[config.mk]
export PLATFORM = sky130hd
export DESIGN_NAME = vlen_unit
export DESIGN_NICKNAME = d
export VERILOG_FILES = /design/src/rtl/vlen_pkg.sv /design/src/rtl/vlen_decode.sv /design/src/rtl/vlen_clamp.sv /design/src/rtl/vlen_unit.sv
export SDC_FILE = /design/constraint.sdc
export NUM_CORES = 1
export LEC_CHECK = 0
export BUFFER_PORTS_ARGS = -buffer_cell sky130_fd_sc_hd__buf_2
export CAP_MARGIN = 20
export CORE_UTILIZATION = 40
export CTS_CLUSTER_SIZE = 8
export DETAILED_ROUTE_END_ITERATION = 12
export PLACE_DENSITY = 0.74
export SYNTH_ARGS = -nofsm -noshare
export SYNTH_HDL_FRONTEND = slang
export SYNTH_SLANG_ARGS = --single-unit
[constraint.sdc]
create_clock -name clk -period 2.2 [get_ports clk]
set_input_delay 0.44 -clock clk [delete_from_list [all_inputs] [get_ports clk]]
set_output_delay 0.44 -clock clk [all_outputs]
set_load 0.005 [all_outputs]
[src/rtl/vlen_pkg.sv]
package vlen_pkg;

    // Stored width of each length register; 0 encodes the maximum.
    localparam int LEN_W  = 6;
    // Width of an architectural register number.
    localparam int REG_AW = 5;
    // Width of the immediate MVL field.
    localparam int IMM_W  = 5;
    // Width of a compact register code.
    localparam int CREG_W = 3;
    // Width of the whole control field.
    localparam int CTL_W  = 12;

    // Decoded view of one control field.
    typedef struct packed {
        logic              nop;
        logic              rsvd;
        logic [LEN_W-1:0]  mvl_enc;
        logic              src_use;
        logic [REG_AW-1:0] src_reg;
        logic              dst_use;
        logic [REG_AW-1:0] dst_reg;
    } vl_op_t;

    // Registered state of the unit.
    typedef struct packed {
        logic [LEN_W-1:0]  mvl;
        logic [LEN_W-1:0]  vl;
        logic              we;
        logic [REG_AW-1:0] wa;
        logic [LEN_W:0]    wd;
        logic              ill;
    } vl_state_t;

    // Stored encoding to length value: 0 reads as 2**LEN_W.
    function automatic logic [LEN_W:0] enc2val(input logic [LEN_W-1:0] e);
        if (e == '0) begin
            return {1'b1, {LEN_W{1'b0}}};
        end
        return {1'b0, e};
    endfunction

endpackage

[src/rtl/vlen_decode.sv]
module vlen_decode
    import vlen_pkg::*;
#(
    parameter int CREG_BASE = 8
) (
    input  logic [CTL_W-1:0] ctl,
    output vl_op_t           op
);

    localparam int IMM_LSB = 6;
    localparam int FMT_BIT = 11;
    localparam int DIR_BIT = 5;

    logic             full_fmt;
    logic [IMM_W-1:0] imm;
    logic [CREG_W-1:0] c_dst;
    logic [CREG_W-1:0] c_src;
    logic [REG_AW-1:0] f_reg;
    logic             f_is_src;

    assign full_fmt = ctl[FMT_BIT];
    assign imm      = ctl[IMM_LSB +: IMM_W];
    assign c_dst    = ctl[CREG_W +: CREG_W];
    assign c_src    = ctl[0 +: CREG_W];
    assign f_reg    = ctl[0 +: REG_AW];
    assign f_is_src = ctl[DIR_BIT];

    // Map a nonzero compact code onto the compact register window.
    function automatic logic [REG_AW-1:0] cmap(input logic [CREG_W-1:0] c);
        return REG_AW'(CREG_BASE) + REG_AW'(c);
    endfunction

    always_comb begin
        op         = '0;
        op.mvl_enc = LEN_W'(imm);
        if (!full_fmt) begin
            op.nop     = (ctl[FMT_BIT-1:0] == '0);
            op.src_use = (c_src != '0) && !op.nop;
            op.dst_use = (c_dst != '0) && !op.nop;
            op.src_reg = op.src_use ? cmap(c_src) : '0;
            op.dst_reg = op.dst_use ? cmap(c_dst) : '0;
        end else if (f_is_src) begin
            op.rsvd    = (f_reg == '0);
            op.src_use = (f_reg != '0);
            op.src_reg = f_reg;
        end else begin
            op.dst_use = (f_reg != '0);
            op.dst_reg = f_reg;
        end
    end

endmodule

[src/rtl/vlen_clamp.sv]
module vlen_clamp
    import vlen_pkg::*;
#(
    parameter int XLEN = 32
) (
    input  logic [XLEN-1:0]  count,
    input  logic [LEN_W-1:0] mvl_enc,
    output logic [LEN_W-1:0] vl_enc
);

    logic [LEN_W:0] mvl_val;
    logic           hi_set;
    logic           over;

    assign mvl_val = enc2val(mvl_enc);

    // Any bit above the length range forces the count past every MVL.
    generate
        if (XLEN > LEN_W + 1) begin : g_wide
            assign hi_set = |count[XLEN-1:LEN_W+1];
        end else begin : g_narrow
            assign hi_set = 1'b0;
        end
    endgenerate

    assign over = hi_set || (count[LEN_W:0] >= mvl_val);

    // Zero count stands for the maximum, so it also yields MVL.
    always_comb begin
        if (count == '0 || over) begin
            vl_enc = mvl_enc;
        end else begin
            vl_enc = count[LEN_W-1:0];
        end
    end

endmodule

[src/rtl/vlen_unit.sv]
module vlen_unit
    import vlen_pkg::*;
#(
    parameter int XLEN      = 32,
    parameter int CREG_BASE = 8
) (
    input  logic              clk,
    input  logic              rst_n,
    input  logic              en,
    input  logic [CTL_W-1:0]  ctl,
    output logic [REG_AW-1:0] rs_addr,
    input  logic [XLEN-1:0]   rs_data,
    output logic [LEN_W:0]    vl,
    output logic [LEN_W:0]    mvl,
    output logic              wr_en,
    output logic [REG_AW-1:0] wr_addr,
    output logic [XLEN-1:0]   wr_data,
    output logic              illegal
);

    vl_op_t           op;
    vl_state_t        st_d;
    vl_state_t        st_q;
    logic [XLEN-1:0]  count;
    logic [LEN_W-1:0] new_vl;

    vlen_decode #(
        .CREG_BASE(CREG_BASE)
    ) u_dec (
        .ctl(ctl),
        .op (op)
    );

    assign count   = op.src_use ? rs_data : '0;
    assign rs_addr = op.src_reg;

    vlen_clamp #(
        .XLEN(XLEN)
    ) u_clamp (
        .count  (count),
        .mvl_enc(op.mvl_enc),
        .vl_enc (new_vl)
    );

    always_comb begin
        st_d     = st_q;
        st_d.we  = 1'b0;
        st_d.ill = 1'b0;
        if (en) begin
            if (op.rsvd) begin
                st_d.ill = 1'b1;
            end else if (!op.nop) begin
                st_d.mvl = op.mvl_enc;
                st_d.vl  = new_vl;
                if (op.dst_use) begin
                    st_d.we = 1'b1;
                    st_d.wa = op.dst_reg;
                    st_d.wd = enc2val(new_vl);
                end
            end
        end
    end

    always_ff @(posedge clk or negedge rst_n) begin
        if (!rst_n) begin
            st_q <= '0;
        end else begin
            st_q <= st_d;
        end
    end

    assign vl      = enc2val(st_q.vl);
    assign mvl     = enc2val(st_q.mvl);
    assign wr_en   = st_q.we;
    assign wr_addr = st_q.wa;
    assign wr_data = XLEN'(st_q.wd);
    assign illegal = st_q.ill;

endmodule

### Word level (Yosys, flattened, before mapping)

Cells that the tools add are included.

| storage, ports and cells | value |
|---|---|
| bits in registers | 25 |
| output and inout bits | 58 |
| logic and storage cells | 60 |
| input bits | 47 |

| cells by class | value |
|---|---|
| bitwise operators | 2 |
| magnitude comparators | 1 |
| reduce and logical (&&, ||, !) cells | 18 |
| multiplexer cells | 31 |
| $add $sub $neg | 2 |

Operator list:

| kind | number |
|---|---|
| $mux W7 | 8 |
| $mux W13 | 3 |
| $logic_not A32 Y1 | 1 |
| $mux W32 | 1 |
| $reduce_or A25 Y1 | 1 |
| $logic_not A6 Y1 | 4 |
| $mux W6 | 3 |
| $mux W14 | 1 |
| $mux W1 | 12 |
| $mux W12 | 1 |
| $logic_not A11 Y1 | 1 |
| $add A4 B3 Y5 const A | 2 |
| $mux W5 | 2 |
| $ge A7 B7 Y1 | 1 |
| $reduce_bool A3 Y1 | 2 |
| $logic_not A5 Y1 | 1 |
| $reduce_bool A5 Y1 | 1 |
| $reduce_and A4 Y1 | 1 |
| $reduce_and A3 Y1 | 1 |
| $logic_and A1 B1 Y1 | 2 |
| $logic_or A1 B1 Y1 | 2 |
| $not A1 Y1 | 2 |
| $logic_not A1 Y1 | 1 |

### Depth between registers and ports, before layout

| depth | value |
|---|---|
| depth after elaboration | 21 |
| mapped depth | 12 |
| gate-level depth less buffers | 10 |

### Cells and area by module

A second synthesis with hierarchy kept.

| unflattened totals | value |
|---|---|
| cells, all modules | 226 |
| area total of the unflattened synthesis | 2140.8 um2 |

Modules (own cells, without submodules):

| module | cells an instance | sequential area each (um2) | area an instance (um2) | instances |
|---|---|---|---|---|
| vlen_unit | 147 | 650.6 | 1587.8 | 1 |
| vlen_clamp | 41 | 0.0 | 322.8 | 1 |
| vlen_decode | 38 | 0.0 | 230.2 | 1 |

### Worst setup path after synthesis

Ideal clock, no wire load.

| timing path | value |
|---|---|
| kind | input -> register |
| from | input port ctl[5] |
| to | register st_q, in the netlist wr_data[6] |
| setup slack | -505 ps |
| library setup time | 122 ps |
| buffers on the path | 2 |
| data required time | 2078 ps |
| arrival time | 2584 ps |
| stages | 12 |
| cells stage by stage | buf_4 > nor2b_1 > clkbuf_1 > a21oi_2 > and2_1 > ha_1 > a21oi_1 > o21ai_0 > a41oi_1 > nor2b_1 > a22oi_1 > a32o_1 |

| between the ends | value |
|---|---|
| cells in the longest elaborated chain, start to end | 16 |
| elaborated cells on any way between the ends | 28 |
| those cells by class | order compare: 1; mux: 14; bitwise: 2; reduce/logical: 11 |

RTL lines:

| what | RTL line | source |
|---|---|---|
| start, declared | vlen_unit.sv:10 | `input logic [CTL_W-1:0] ctl,` |
| $logic_not A11 Y1 | vlen_decode.sv:37 | `op.nop = (ctl[FMT_BIT-1:0] == '0);` |
| $logic_not A1 Y1 | vlen_decode.sv:38, vlen_decode.sv:39 |  |
| $logic_and A1 B1 Y1 | vlen_decode.sv:38 | `op.src_use = (c_src != '0) && !op.nop;` |
| $mux W12 | vlen_decode.sv:36 | `if (!full_fmt) begin` |
| $mux W32 | vlen_unit.sv:34 | `assign count = op.src_use ? rs_data : '0;` |
| $ge A7 B7 Y1 or $reduce_or A25 Y1 (tied branches) | vlen_clamp.sv:26, vlen_clamp.sv:20 |  |
| $logic_or A1 B1 Y1 | vlen_clamp.sv:26 | `assign over = hi_set \|\| (count[LEN_W:0] >= mvl_val);` |
| $logic_or A1 B1 Y1 | vlen_clamp.sv:30 | `if (count == '0 \|\| over) begin` |
| $mux W6 | vlen_clamp.sv:30 |  |
| $logic_not A6 Y1 | vlen_pkg.sv:37 | `if (e == '0) begin` |
| $mux W1 | vlen_pkg.sv:37 |  |
| $mux W1 | vlen_unit.sv:55 | `if (op.dst_use) begin` |
| $mux W1 | vlen_unit.sv:52 | `end else if (!op.nop) begin` |
| $mux W1 | vlen_unit.sv:50 | `if (op.rsvd) begin` |
| $mux W1 | vlen_unit.sv:49 | `if (en) begin` |
| $mux W7 | vlen_pkg.sv:40 | `return {1'b0, e};` |
| end signal, assigned | vlen_unit.sv:68 | `st_q <= st_d;` |
| end, declared | vlen_unit.sv:23 | `vl_state_t st_q;` |

Several ways; a longest one is shown, not always the timed one. The select of a mux whose other input is x is not followed.
A chain may end at the register's enable or synchronous reset.

### Worst setup path in the final report

| timing path | value |
|---|---|
| from | input port ctl[6] |
| to | register st_q, in the netlist wr_data[6] |

The elaborated chain is that of the path after synthesis.

==> run metrics <==
status=finished with violations; failing checks=setup timing; Rel. slew slack=a little under two thirds; Final Non-Filler Cells=334; number of synthesized flops with an enable pin=0; vias in the first global route=1,411; Tightest Pin Transition=0.550 ns; clk root buf=clkbuf_8; final worst slack=-0.0530 ns; Pwr Density=479 nW/um^2; #FFs+latches synth=25; largest family of logic cells by synthesized area=buffers and inverters; Synth Area in Compound Gates=between 10% and 20%; Pleak=1.22 nW; Worst setup startpoint=ctl[6]; commonest non-fill, non-tap cell in the layout=buf_2; via count=1,555; Psw=339 uW; Setup Total Neg Slack=-0.429 ns; DIE AREA=4850 sq um; Worst Hold Class=in2async; gpl congestion=0.857; clock group share of total power=24.8%; CP Class=in2reg; Filler cells=426; Mapped Cells=roughly 210; Worst-Skew Late Latency=0.27 ns; first-pass GRT wire length=6330 um; antenna cells=0; register area share after synthesis=between 30% and 40%; design area=2360 sq um; P_int=around 790 uW; synthesized-area fraction occupied by adder cells=4.10%; Distinct cells, synth=36; clk buf depth=2; most used flip-flop cell after synthesis=dfrtp_1; crit path capture type=flip-flop; drt drc=0; R2R Path End=st_q[20]$_DFFE_PN0P_; initial antenna violation count=0; wl on met1=1860 um; RSZ-0062 raised after global routing=yes; row cnt=24; I/O pins=105; Max Freq=444 MHz; Synth Area in Simple Gates=21.1%; Fin Clk Skew=0 ns; wire per inst=between 10 and 15 um; DR iter-0 viols=85; Post-synth ARST share=100%; DIE HEIGHT=69.7 um; Clock Sinks=25; Area after DPL=about 2200 sq um; TritonCTS clock tree=done; ratio of cells with drive above 1 in the final layout=47.5%; post-route ant nets=0; post-cts hold buffer count=0; Final period util=102%; Tot GR Track Use=roughly 16%; largest net degree at the start of global routing=26; combinational power share=28.6%; post-layout net count=roughly 340; dpl hpwl=~3300 um; Seq pwr share=a little under half; Reg-to-Reg Start=st_q[20]$_DFFE_PN0P_; cell depth of the worst flop-to-flop path=1; drt via density=approximately 4.7; yosys warns=0; syn avg cell area=8.63 sq um; Final Hold Fails=0; MaxCap Viol Count=0; Reg2Reg Setup Slack=1.43 ns; sw frac=30.0%; Worst EP arrival=between 2 and 2.5 ns; GRT overflow=0; clock transition at the registers of the reported paths=0.09 ns; pre-CTS WS=-0.445 ns; most frequent cells in the layout=buf_2 (76), nand2_1 (26), conb_1 (26); highest metal used=met4; post-synthesis mux area share=2.87%; Slew Limit Fails=0; WP data required=2.42 ns; Cell Area, Synth=1830 sq um; Met3 Wirelength=168 um; Die X=around 70 um; Area Overhead vs Synth=29.0%; hold_ws=0.140 ns; DRT Wirelength=3940 um; DRT Pass-1 Iters=4; # setup viols final=11; met2 wire len=1840 um; Critical Path Source Type=input pin; Initial Utilization=41.8%; Core Box Area=roughly 4400 sq um; worst vdd ir=227 uV; critical path fanouts, max=6; IO Port Bufs=78; placed cells=328; Min Clock Period, post-route=2.25 ns; CTS buffer count=3; htree depth=1; Post-Synth XOR/XNOR Area=0%
[synth_stat cells (2+ instances only)]
cell type | count | area share [%]
ha_1 | 6 | 4.1
nor4_1 | 7 | 2.4
nand3_1 | 4 | 1.1
nand2_1 | 26 | 5.3
a22oi_1 | 2 | 0.82
and3_1 | 2 | 0.68
mux2_2 | 2 | 1.2
o22ai_1 | 2 | 0.68
nor2b_1 | 8 | 2.7
a21oi_1 | 5 | 1.4
or4_1 | 2 | 0.82
o31ai_1 | 2 | 0.82
buf_4 | 47 | 19
and2_1 | 5 | 1.7
dfrtp_1 | 25 | 34
nor2_1 | 3 | 0.62
nor3_1 | 2 | 0.55
o21ai_0 | 21 | 5.7
inv_1 | 6 | 1.2
nand2b_1 | 2 | 0.68
mux2i_1 | 3 | 1.6
clkbuf_1 | 14 | 2.9
or4_4 | 3 | 1.8
[power by group through the flow]
stage	clock [mW]	combinational, mW	sequential, mW
2_1_floorplan	0	0.235	0.530
3_3_place_gp	0	0.302	0.535
3_5_place_dp	0	0.308	0.537
4_1_cts	0.287	0.314	0.528
5_1_grt	0.312	0.360	0.534
6_report	0.281	0.324	0.527
[state kept, by name, indices dropped and copies added (netlist names)]
name / flops
st_q: 11
wr_en: 1
wr_data: 7
wr_addr: 5
illegal: 1
[area by class of cell]
cell class	count	area (sq um)	share of cell area, %
Inverter	6	22.5	0.954
Sequential cell	25	626	26.5
Clock inverter	1	7.51	0.318
Tap cell	52	65.1	2.76
Multi-Input combinational cell	144	1010	42.7
Timing Repair Buffer	103	591	25.0
Clock buffer	3	41.3	1.75
[stage by stage]
stage	util (%)	total power, mW
2_1_floorplan	-	0.764
3_3_place_gp	50.9	0.838
3_5_place_dp	50.9	0.845
4_1_cts	52.6	1.13
5_1_grt	53.9	1.21
6_report	53.9	1.13
[logic make-up (layout without fill, tap and decap cells)]
logic type,count (synthesis),after routing
AND/OR/NAND/NOR,68,68
buffers and inverters,68,113
AO/OA/AOI/OAI,39,39
flip-flops,25,25
adder cells (fa/ha/maj),6,6
multiplexers,5,5
other,1,26
[worst max path at each step]
stage	endpoint	slack [ns]	cells past startpoint
6_report	wr_data[6]$_DFFE_PN0P_	-0.05	10
5_1_grt	wr_data[6]$_DFFE_PN0P_	-0.18	10
3_5_place_dp	wr_data[2]$_DFFE_PN0P_	-0.44	10
3_3_place_gp	wr_data[4]$_DFFE_PN0P_	-0.39	10
4_1_cts	wr_data[6]$_DFFE_PN0P_	-0.09	10
2_1_floorplan	wr_data[6]$_DFFE_PN0P_	-0.17	9
[timing repair]
action	in CTS	in global routing
resized for setup	9	11
pin swaps	5	5
setup endpoints to repair	11	12
buffers inserted	1	1
[worst max-delay path, stage by stage]
cell and delay [ns]:
buf_6 0.09, or4_4 0.52, nand2b_4 0.16, ha_4 0.15
nor4_2 0.11, and4_1 0.23, nand3_2 0.10, nand3b_4 0.27
a22oi_2 0.21, a32o_1 0.18
[metal layers]
metal | global-route usage [%] | vias to the layer above
met1 | 22.2 | 701
li1 | - | 792
met2 | 26.9 | 57
met5 | 0 | -
met4 | 6.67 | 0
met3 | 1.16 | 5
Power figures use the tool's default switching activity.
